**src/rtl/dacif_pkg.sv**
```systemverilog
// Shared widths and part-select encoding for the dual-channel load interface.
package dacif_pkg;
    localparam int BUS_W  = 8;
    localparam int HI_W   = 4;
    localparam int WORD_W = BUS_W + HI_W;
    localparam int NCH    = 2;

    // Staging part picked by the address lines; bit 1 is the channel, bit 0 the half.
    typedef enum logic [1:0] {
        SLOT_A_LO = 2'b00,
        SLOT_A_HI = 2'b01,
        SLOT_B_LO = 2'b10,
        SLOT_B_HI = 2'b11
    } slot_e;
endpackage

```
**src/rtl/strobe_sync.sv**
```systemverilog
// Multi-stage synchronizer for a bundle of asynchronous inputs.
// Assumes the bits of the bundle are stable around the edges that matter.
module strobe_sync #(
    parameter int W      = 1,
    parameter int STAGES = 2,
    parameter logic [W-1:0] RST_VAL = '0
) (
    input  logic         clk,
    input  logic         rst_n,
    input  logic [W-1:0] d,
    output logic [W-1:0] q
);
    logic [W-1:0] chain [STAGES];

    genvar s;
    generate
        for (s = 0; s < STAGES; s++) begin : g_stage
            // Shift one stage of the chain per clock.
            always_ff @(posedge clk) begin
                if (!rst_n) chain[s] <= RST_VAL;
                else if (s == 0) chain[s] <= d;
                else chain[s] <= chain[(s == 0) ? 0 : s-1];
            end
        end
    endgenerate

    assign q = chain[STAGES-1];
endmodule

```
**src/rtl/input_bank.sv**
```systemverilog
// Staging words for every channel, split into a low byte and a high nibble.
// Assumes wr_stb is a one-cycle pulse aligned with slot and data.
module input_bank
    import dacif_pkg::*;
(
    input  logic                         clk,
    input  logic                         rst_n,
    input  logic                         wr_stb,
    input  logic [1:0]                   slot,
    input  logic [BUS_W-1:0]             data,
    output logic [NCH-1:0][WORD_W-1:0]   word
);
    genvar c;
    generate
        for (c = 0; c < NCH; c++) begin : g_ch
            logic [BUS_W-1:0] lo_q;
            logic [HI_W-1:0]  hi_q;
            logic             hit;

            assign hit = wr_stb && (slot[1] == c[0]);

            // Load the low byte when this channel's low half is addressed.
            always_ff @(posedge clk) begin
                if (!rst_n) lo_q <= '0;
                else if (hit && !slot[0]) lo_q <= data;
            end

            // Load the high nibble from the right-justified bus bits.
            always_ff @(posedge clk) begin
                if (!rst_n) hi_q <= '0;
                else if (hit && slot[0]) hi_q <= data[HI_W-1:0];
            end

            assign word[c] = {hi_q, lo_q};
        end
    endgenerate
endmodule

```
**src/rtl/xfer_guard.sv**
```systemverilog
// Detects transfer-strobe rising edges and enforces a minimum low time
// after each write. Early edges are discarded and raise a sticky flag.
// Assumes all inputs are already synchronized to clk.
module xfer_guard #(
    parameter int GAP_MIN = 4
) (
    input  logic clk,
    input  logic rst_n,
    input  logic wr_active,
    input  logic xfer_s,
    output logic fire,
    output logic err
);
    localparam int GAP_W = $clog2(GAP_MIN + 1) + 1;
    localparam logic [GAP_W-1:0] GAP_LIM = GAP_W'(GAP_MIN);

    logic             xfer_d;
    logic             rise;
    logic [GAP_W-1:0] gap;
    logic             gap_ok;

    assign rise   = xfer_s && !xfer_d;
    assign gap_ok = (gap >= GAP_LIM);
    assign fire   = rise && gap_ok;

    // Remember the previous strobe level for edge detection.
    always_ff @(posedge clk) begin
        if (!rst_n) xfer_d <= 1'b0;
        else xfer_d <= xfer_s;
    end

    // Count low-strobe cycles since the last write, saturating at the limit.
    always_ff @(posedge clk) begin
        if (!rst_n) gap <= GAP_LIM;
        else if (wr_active) gap <= '0;
        else if (!xfer_s && !gap_ok) gap <= gap + 1'b1;
    end

    // Latch an error for any early edge until reset.
    always_ff @(posedge clk) begin
        if (!rst_n) err <= 1'b0;
        else if (rise && !gap_ok) err <= 1'b1;
    end
endmodule

```
**src/rtl/dual_dac_loader.sv**
```systemverilog
// Top level: synchronizes the bus strobes, writes the staging words on each
// qualified write falling edge, and copies both staging words into the live
// outputs on an accepted transfer edge.
// Assumes addr/din are stable while wr_n is low.
module dual_dac_loader
    import dacif_pkg::*;
#(
    parameter int LOAD_GAP_MIN = 4,
    parameter int SYNC_STAGES  = 2
) (
    input  logic              clk,
    input  logic              rst_n,
    input  logic              sel_n,
    input  logic              wr_n,
    input  logic [1:0]        addr,
    input  logic [BUS_W-1:0]  din,
    input  logic              xfer,
    output logic [WORD_W-1:0] dac_a,
    output logic [WORD_W-1:0] dac_b,
    output logic              xfer_err
);
    localparam int CTL_W = 3;
    localparam int DAT_W = 2 + BUS_W;

    logic [CTL_W-1:0]          ctl_s;
    logic [DAT_W-1:0]          dat_s;
    logic                      sel_s, wr_s, xfer_s;
    logic [1:0]                addr_s;
    logic [BUS_W-1:0]          din_s;
    logic                      wr_d;
    logic                      wr_stb;
    logic                      wr_active;
    logic                      fire;
    logic [NCH-1:0][WORD_W-1:0] stage_w;
    logic [NCH-1:0][WORD_W-1:0] live_q;

    strobe_sync #(.W(CTL_W), .STAGES(SYNC_STAGES), .RST_VAL(3'b110)) u_ctl_sync (
        .clk(clk), .rst_n(rst_n), .d({sel_n, wr_n, xfer}), .q(ctl_s)
    );

    strobe_sync #(.W(DAT_W), .STAGES(SYNC_STAGES), .RST_VAL('0)) u_dat_sync (
        .clk(clk), .rst_n(rst_n), .d({addr, din}), .q(dat_s)
    );

    assign {sel_s, wr_s, xfer_s} = ctl_s;
    assign {addr_s, din_s}       = dat_s;
    assign wr_active             = !sel_s && !wr_s;

    // Track the previous write level to find its falling edge.
    always_ff @(posedge clk) begin
        if (!rst_n) wr_d <= 1'b1;
        else wr_d <= wr_s;
    end

    assign wr_stb = wr_d && !wr_s && !sel_s;

    input_bank u_bank (
        .clk(clk), .rst_n(rst_n), .wr_stb(wr_stb),
        .slot(addr_s), .data(din_s), .word(stage_w)
    );

    xfer_guard #(.GAP_MIN(LOAD_GAP_MIN)) u_guard (
        .clk(clk), .rst_n(rst_n), .wr_active(wr_active),
        .xfer_s(xfer_s), .fire(fire), .err(xfer_err)
    );

    // Copy every staging word into its live word on an accepted edge.
    always_ff @(posedge clk) begin
        if (!rst_n) live_q <= '0;
        else if (fire) live_q <= stage_w;
    end

    assign dac_a = live_q[0];
    assign dac_b = live_q[1];
endmodule

```
**config.mk**
```make
export PLATFORM = sky130hd
export DESIGN_NAME = dual_dac_loader
export DESIGN_NICKNAME = d
export VERILOG_FILES = /design/src/rtl/dacif_pkg.sv /design/src/rtl/strobe_sync.sv /design/src/rtl/input_bank.sv /design/src/rtl/xfer_guard.sv /design/src/rtl/dual_dac_loader.sv
export SDC_FILE = /design/constraint.sdc
export NUM_CORES = 1
export LEC_CHECK = 0
export ABC_AREA = 1
export CORE_MARGIN = 2
export CORE_UTILIZATION = 40
export DETAILED_ROUTE_END_ITERATION = 16
export SYNTH_ARGS = -nofsm -noshare
export SYNTH_HDL_FRONTEND = slang
export SYNTH_SLANG_ARGS = --single-unit
```
**constraint.sdc**
```tcl
create_clock -name clk -period 2.4 [get_ports clk]
set_input_delay 0.48 -clock clk [delete_from_list [all_inputs] [get_ports clk]]
set_output_delay 0.48 -clock clk [all_outputs]
set_load 0.1 [all_outputs]
```
* Word-level counts from Yosys, hierarchy flattened
Memories as Yosys holds them, arrays and structs flattened.
Cells that the tools add are included.
** Operators by class
- Add/sub/neg operators :: 1
- Multipliers :: 0
- Divide/modulo/power cells :: 0
- $lt $le $gt $ge :: 1
- Equal/unequal tests :: 0
- Shift-type cells :: 0
- Muxes and demuxes :: 8
- Bitwise logic cells :: 6
- Reduce and logical (&&, ||, !) cells :: 21
** Operators by type and width (count)
- $mux W10 :: 2
- $logic_and A1 B1 Y1 :: 13
- $mux W3 :: 4
- $logic_not A1 Y1 :: 6
- $add A4 B1 Y4 const B :: 1
- $ge A4 B3 Y1 const B :: 1
- $or A1 B1 Y1 :: 4
- $mux W1 :: 2
- $not A1 Y1 :: 2
- $reduce_bool A2 Y1 :: 1
- $reduce_or A2 Y1 :: 1
** Storage, ports and cells
- Register bits :: 55
- Latch bits :: 0
- RAM bits :: 26
- Bits in read-only memories :: 0
- Input port bits :: 15
- Logic and storage cells :: 50
- Memories :: 2
** Memory list
- u_dat_sync.chain :: depth 2, width 10, read ports 2, clocked after Yosys merged registers in 0, wr ports 2, RTL line strobe_sync.sv:13 : logic [W-1:0] chain [STAGES];
- u_ctl_sync.chain :: depth 2, width 3, read ports 2, clocked after Yosys merged registers in 0, wr ports 2, RTL line strobe_sync.sv:13

* Logic depth before layout (Yosys ltp)
An unclocked memory read counts as a cell.
- Word-level depth :: 6
- Mapped depth :: 7
- Mapped depth without buffers :: 6

* By module
A second synthesis with hierarchy kept.
** Unflattened totals
- Cells, all modules :: 417
- Area, all modules :: 3078.0 um^2
** By module, submodules not included
- input_bank :: times used 1, cells each 147, area each 1058.5 um^2
- dual_dac_loader :: times used 1, cells each 158, area each 1024.7 um^2
- strobe_sync at u_dat_sync :: times used 1, cells each 62, area each 573.0 um^2
- xfer_guard :: times used 1, cells each 32, area each 256.5 um^2
- strobe_sync at u_ctl_sync :: times used 1, cells each 18, area each 165.2 um^2

* Worst setup path after synthesis
No wires, ideal clock.
- Path type :: reg2out
- From :: register u_guard.err
- To :: output port xfer_err
- Arrival time :: 0.925 ns
- Data required time :: 1.920 ns
- Slack :: 0.995 ns
- Stages on the path, launching flop included :: 1
- Cell sequence :: dfxtp_1
** RTL lines
- from (decl) :: RTL line xfer_guard.sv:12 : output logic err
- from (signal assigned) :: RTL line xfer_guard.sv:41 : if (!rst_n) err <= 1'b0;
- from (signal assigned) :: RTL line xfer_guard.sv:42 : else if (rise && !gap_ok) err <= 1'b1;
- to (decl) :: RTL line dual_dac_loader.sv:20 : output logic xfer_err
No word-level cell between the ends.

* Worst setup path after layout
- From :: register live_q, in the netlist dac_a[4]
- To :: output port dac_a[4]
** RTL lines
- from (decl) :: RTL line dual_dac_loader.sv:35 : logic [NCH-1:0][WORD_W-1:0] live_q;
- from (signal assigned) :: RTL line dual_dac_loader.sv:70 : else if (fire) live_q <= stage_w;
- to (decl) :: RTL line dual_dac_loader.sv:18 : output logic [WORD_W-1:0] dac_a,
No word-level cell between the ends.

==> key figures <==
Worst setup path
  • Critical Path End Type: output pin
  • Cell Chain, Critical Path: buf_4
  • CP Class: reg -> out
  • WP buf/inv: 1
  • CP Launch Type: register
  • Slowest-stage cell, CP: dfxtp_1
  • Setup slack, reg-to-reg: 1.14 ns
  • Max incr delay on CP: ~0.35 ns
  • Cell family with the largest share of critical-path delay: flip-flops
  • CP required: 1.92 ns
  • Crit path max fanout: 2
  • WP data arrival: just under 1 ns

Global route
  • Largest net degree at the start of global routing: 74
  • GR met1 Demand/Resource: 17.39%
  • Vias in the first global route: 1,876
  • First-pass GRT wire length: 8245 um
  • GR Util met2: a little over a fifth
  • Grt total ovfl: 0
  • Global router's overall resource usage: between 10 and 15%
  • Gr busiest metal: met2
  • Met3 Resource Use GR: 3.078%
  • Initial antenna violation count: 0

Power
  • Leak: 1.757 nW
  • Net Sw Power: 0.7307 mW
  • Comb power frac: 11.7%
  • Sequential share of power: 53.2%
  • Peak VDD IR: 288.3 uV
  • Design internal power: between 1.5 and 2 mW
  • Power share of the clock group: a little over a third
  • PD cells: 776.5 nW/um2
  • Total power: 2.661 mW
  • Net Sw Frac: between 20% and 30%

Floorplan
  • Core area: 6869 um2
  • DIE AREA: 7872 um2
  • Row count: 30
  • Initial core utilization: 41.80%
  • Die Y: 88.73 um
  • Num ports: 40
  • Die X: 88.73 um

Synth
  • Synth Area in Compound Gates: roughly 4.7%
  • Prevailing post-synth register cell: dfxtp_1
  • Largest family of logic cells by synthesized area: simple AND/OR/NAND/NOR gates
  • Mux contribution to synthesized area: 0%
  • Synth area leader: dfxtp_1
  • Synth cell count leaders: nor2_1, dfxtp_1, nand2_1
  • Netlist cell types: 22
  • Synth Area in XOR/XNOR: 0%
  • Post-synth EDFFs: 0
  • Mapped Cells: 370
  • Area share of the largest cell type after synthesis: 56.47%
  • Syn_nets: roughly 390
  • Most common cell in the netlist: nor2_1
  • Seq cells post-synth: just over 80
  • Yosys warns: 0
  • Post-Syn Area: 2872 um2
  • Syn avg cell area: 7.761 um2
  • Synth async-reset ratio: 0%
  • Adder-cell share of the synthesized area: less than 1%
  • Post-synthesis simple-gate area fraction: 28.06%
  • Synth top area cells: dfxtp_1, nor2_1, nand2_1
  • Seq/Total Area, Yosys: 56.47%

Clock network
  • Clock root cell: clkbuf_8
  • Post_cts resized: 0
  • Clock Sinks: between 80 and 90
  • CTS tree: built
  • Cts bufs inserted: 9
  • Clock tree buffer depth: 2
  • Setup Buffers After CTS: 0
  • Clock Latency Late Sink: between 0.3 and 0.4 ns
  • Clk slew on worst S/H paths: 0.08 ns
  • H-tree depth: 3
  • CTS Hold Bufs: 0

Layout
  • Nets: about 420
  • Fin cells: 508
  • Final Cell Area: 3427 um2
  • Ant diodes: 0
  • Layout area overhead: 19.35%
  • Layout cell share with drive strength beyond 1: 13.59%

Detailed routing
  • DR pass1 iterations: 4
  • Wire per inst: between 9 and 10 um
  • Remaining DRCs: 0
  • Via count: ~2,100
  • Iter 0 DRT Violations: 150
  • Vias/cell: ~4.2
  • Post-DRT Antenna Nets: 0
  • Total length of routed wires: around 4800 um

Placed design
  • Routability-driven placement congestion ratio: 0.6823
  • Setup slack at placement: 0.8718 ns
  • I/O Buffers: 39
  • Placed inst area: roughly 3200 um2
  • Detailed placement HPWL: roughly 3100 um
  • Placed instance count: 492

STA
  • Setup TNS: 0 ns
  • Setup Skew: approximately 0.0074 ns
  • Worst Setup Slack, final: 0.9284 ns
  • Slew @ Worst Pin: 0.6286 ns
  • Final period utilization: 61.32%
  • Max frequency: between 600 and 700 MHz
  • Worst slew margin: 58.09%
  • Minimum clock period: 1.472 ns
  • RSZ-0062 raised after global routing: no
  • Hold Vio Cnt, Final: 0
  • Final setup fails: 0
  • Slew Viols, Final: 0

Worst hold path
  • Hold crit path type: reg -> reg

Job
  • Max-cap violations: 0

Status
  • Status: complete, no violations
per-layer routing:
layer  up-vias  part of all wire (%)
met2        43                    44
met5         -                     0
met1       892                    50
li1       1168                     -
met4         0                   2.2
met3         9                   4.5
kinds of logic (layout without fill, tap and decap cells):
group	after synthesis	after routing
AND/OR/NAND/NOR	191	191
flip-flops	81	81
buffers and inverters	70	112
AO/OA/AOI/OAI	27	27
adder cells (fa/ha/maj)	1	1
state kept, by name (all words and copies together), names as in the netlist:
signal            cells
dac_a                12
dac_b                12
u_bank.g_ch.hi_q      8
u_bank.g_ch.lo_q     16
u_ctl_sync.chain      6
u_dat_sync.chain     20
u_guard.err           1
u_guard.gap           4
u_guard.xfer_d        1
wr_d                  1
path summary, 6_finish.rpt:
check | startpoint | end | cells after the start
worst max-delay path | dac_a[4] | dac_a[4] | 1
worst min-delay path | u_dat_sync.chain[0][1] | u_dat_sync.chain[1][1] | 2
worst max register to register | u_ctl_sync.chain[1][0] | dac_b[1] | 6
worst min register to register | u_dat_sync.chain[0][1] | u_dat_sync.chain[1][1] | 2
final cells by class:
type	count	area, um2
timing repair buffer	40	330.3
clock buffer	12	165.2
tap	96	120.1
fill	709	3442
multi-input combinational	219	953.4
clock inverter	4	26.28
sequential	81	1622
inverter	56	210.2
power groups by stage:
stage                     logic (mW)  clock network, mW  registers, mW
final                          0.312              0.933           1.42
after global routing           0.336               1.03           1.42
after CTS                      0.316              0.966           1.42
after detailed placement       0.315                  0           1.45
after global placement         0.313                  0           1.45
after floorplan               0.0945                  0           1.60
cell usage in the layout (no fill, tap or decap):
master	netlist	final
nor2_1	98	98
dfxtp_1	81	81
nand2_1	76	76
inv_1	55	55
buf_4	3	26
o21ai_0	21	21
clkdlybuf4s50_1	0	13
clkbuf_8	0	12
or2_2	6	6
nor2_4	3	3
o21ai_1	3	3
a21oi_1	3	3
nand3_1	3	3
nand4_1	2	2
nand4_4	2	2
clkinv_2	0	2
nand2_4	1	1
inv_2	1	1
ha_1	1	1
clkinvlp_4	0	1
clkinv_4	0	1
buf_2	2	1
stage by stage:
| step | utilization [%] | hold WS [ns] |
|---|---|---|
| 2_1_floorplan | - | 0.3905 |
| 3_3_place_gp | 47.10 | 0.3960 |
| 3_5_place_dp | 47.10 | 0.3972 |
| 4_1_cts | 49.89 | 0.4155 |
| 5_1_grt | 49.89 | 0.4330 |
| 6_report | 49.89 | 0.4142 |
No activity file was read; power rests on OpenSTA's default activity.
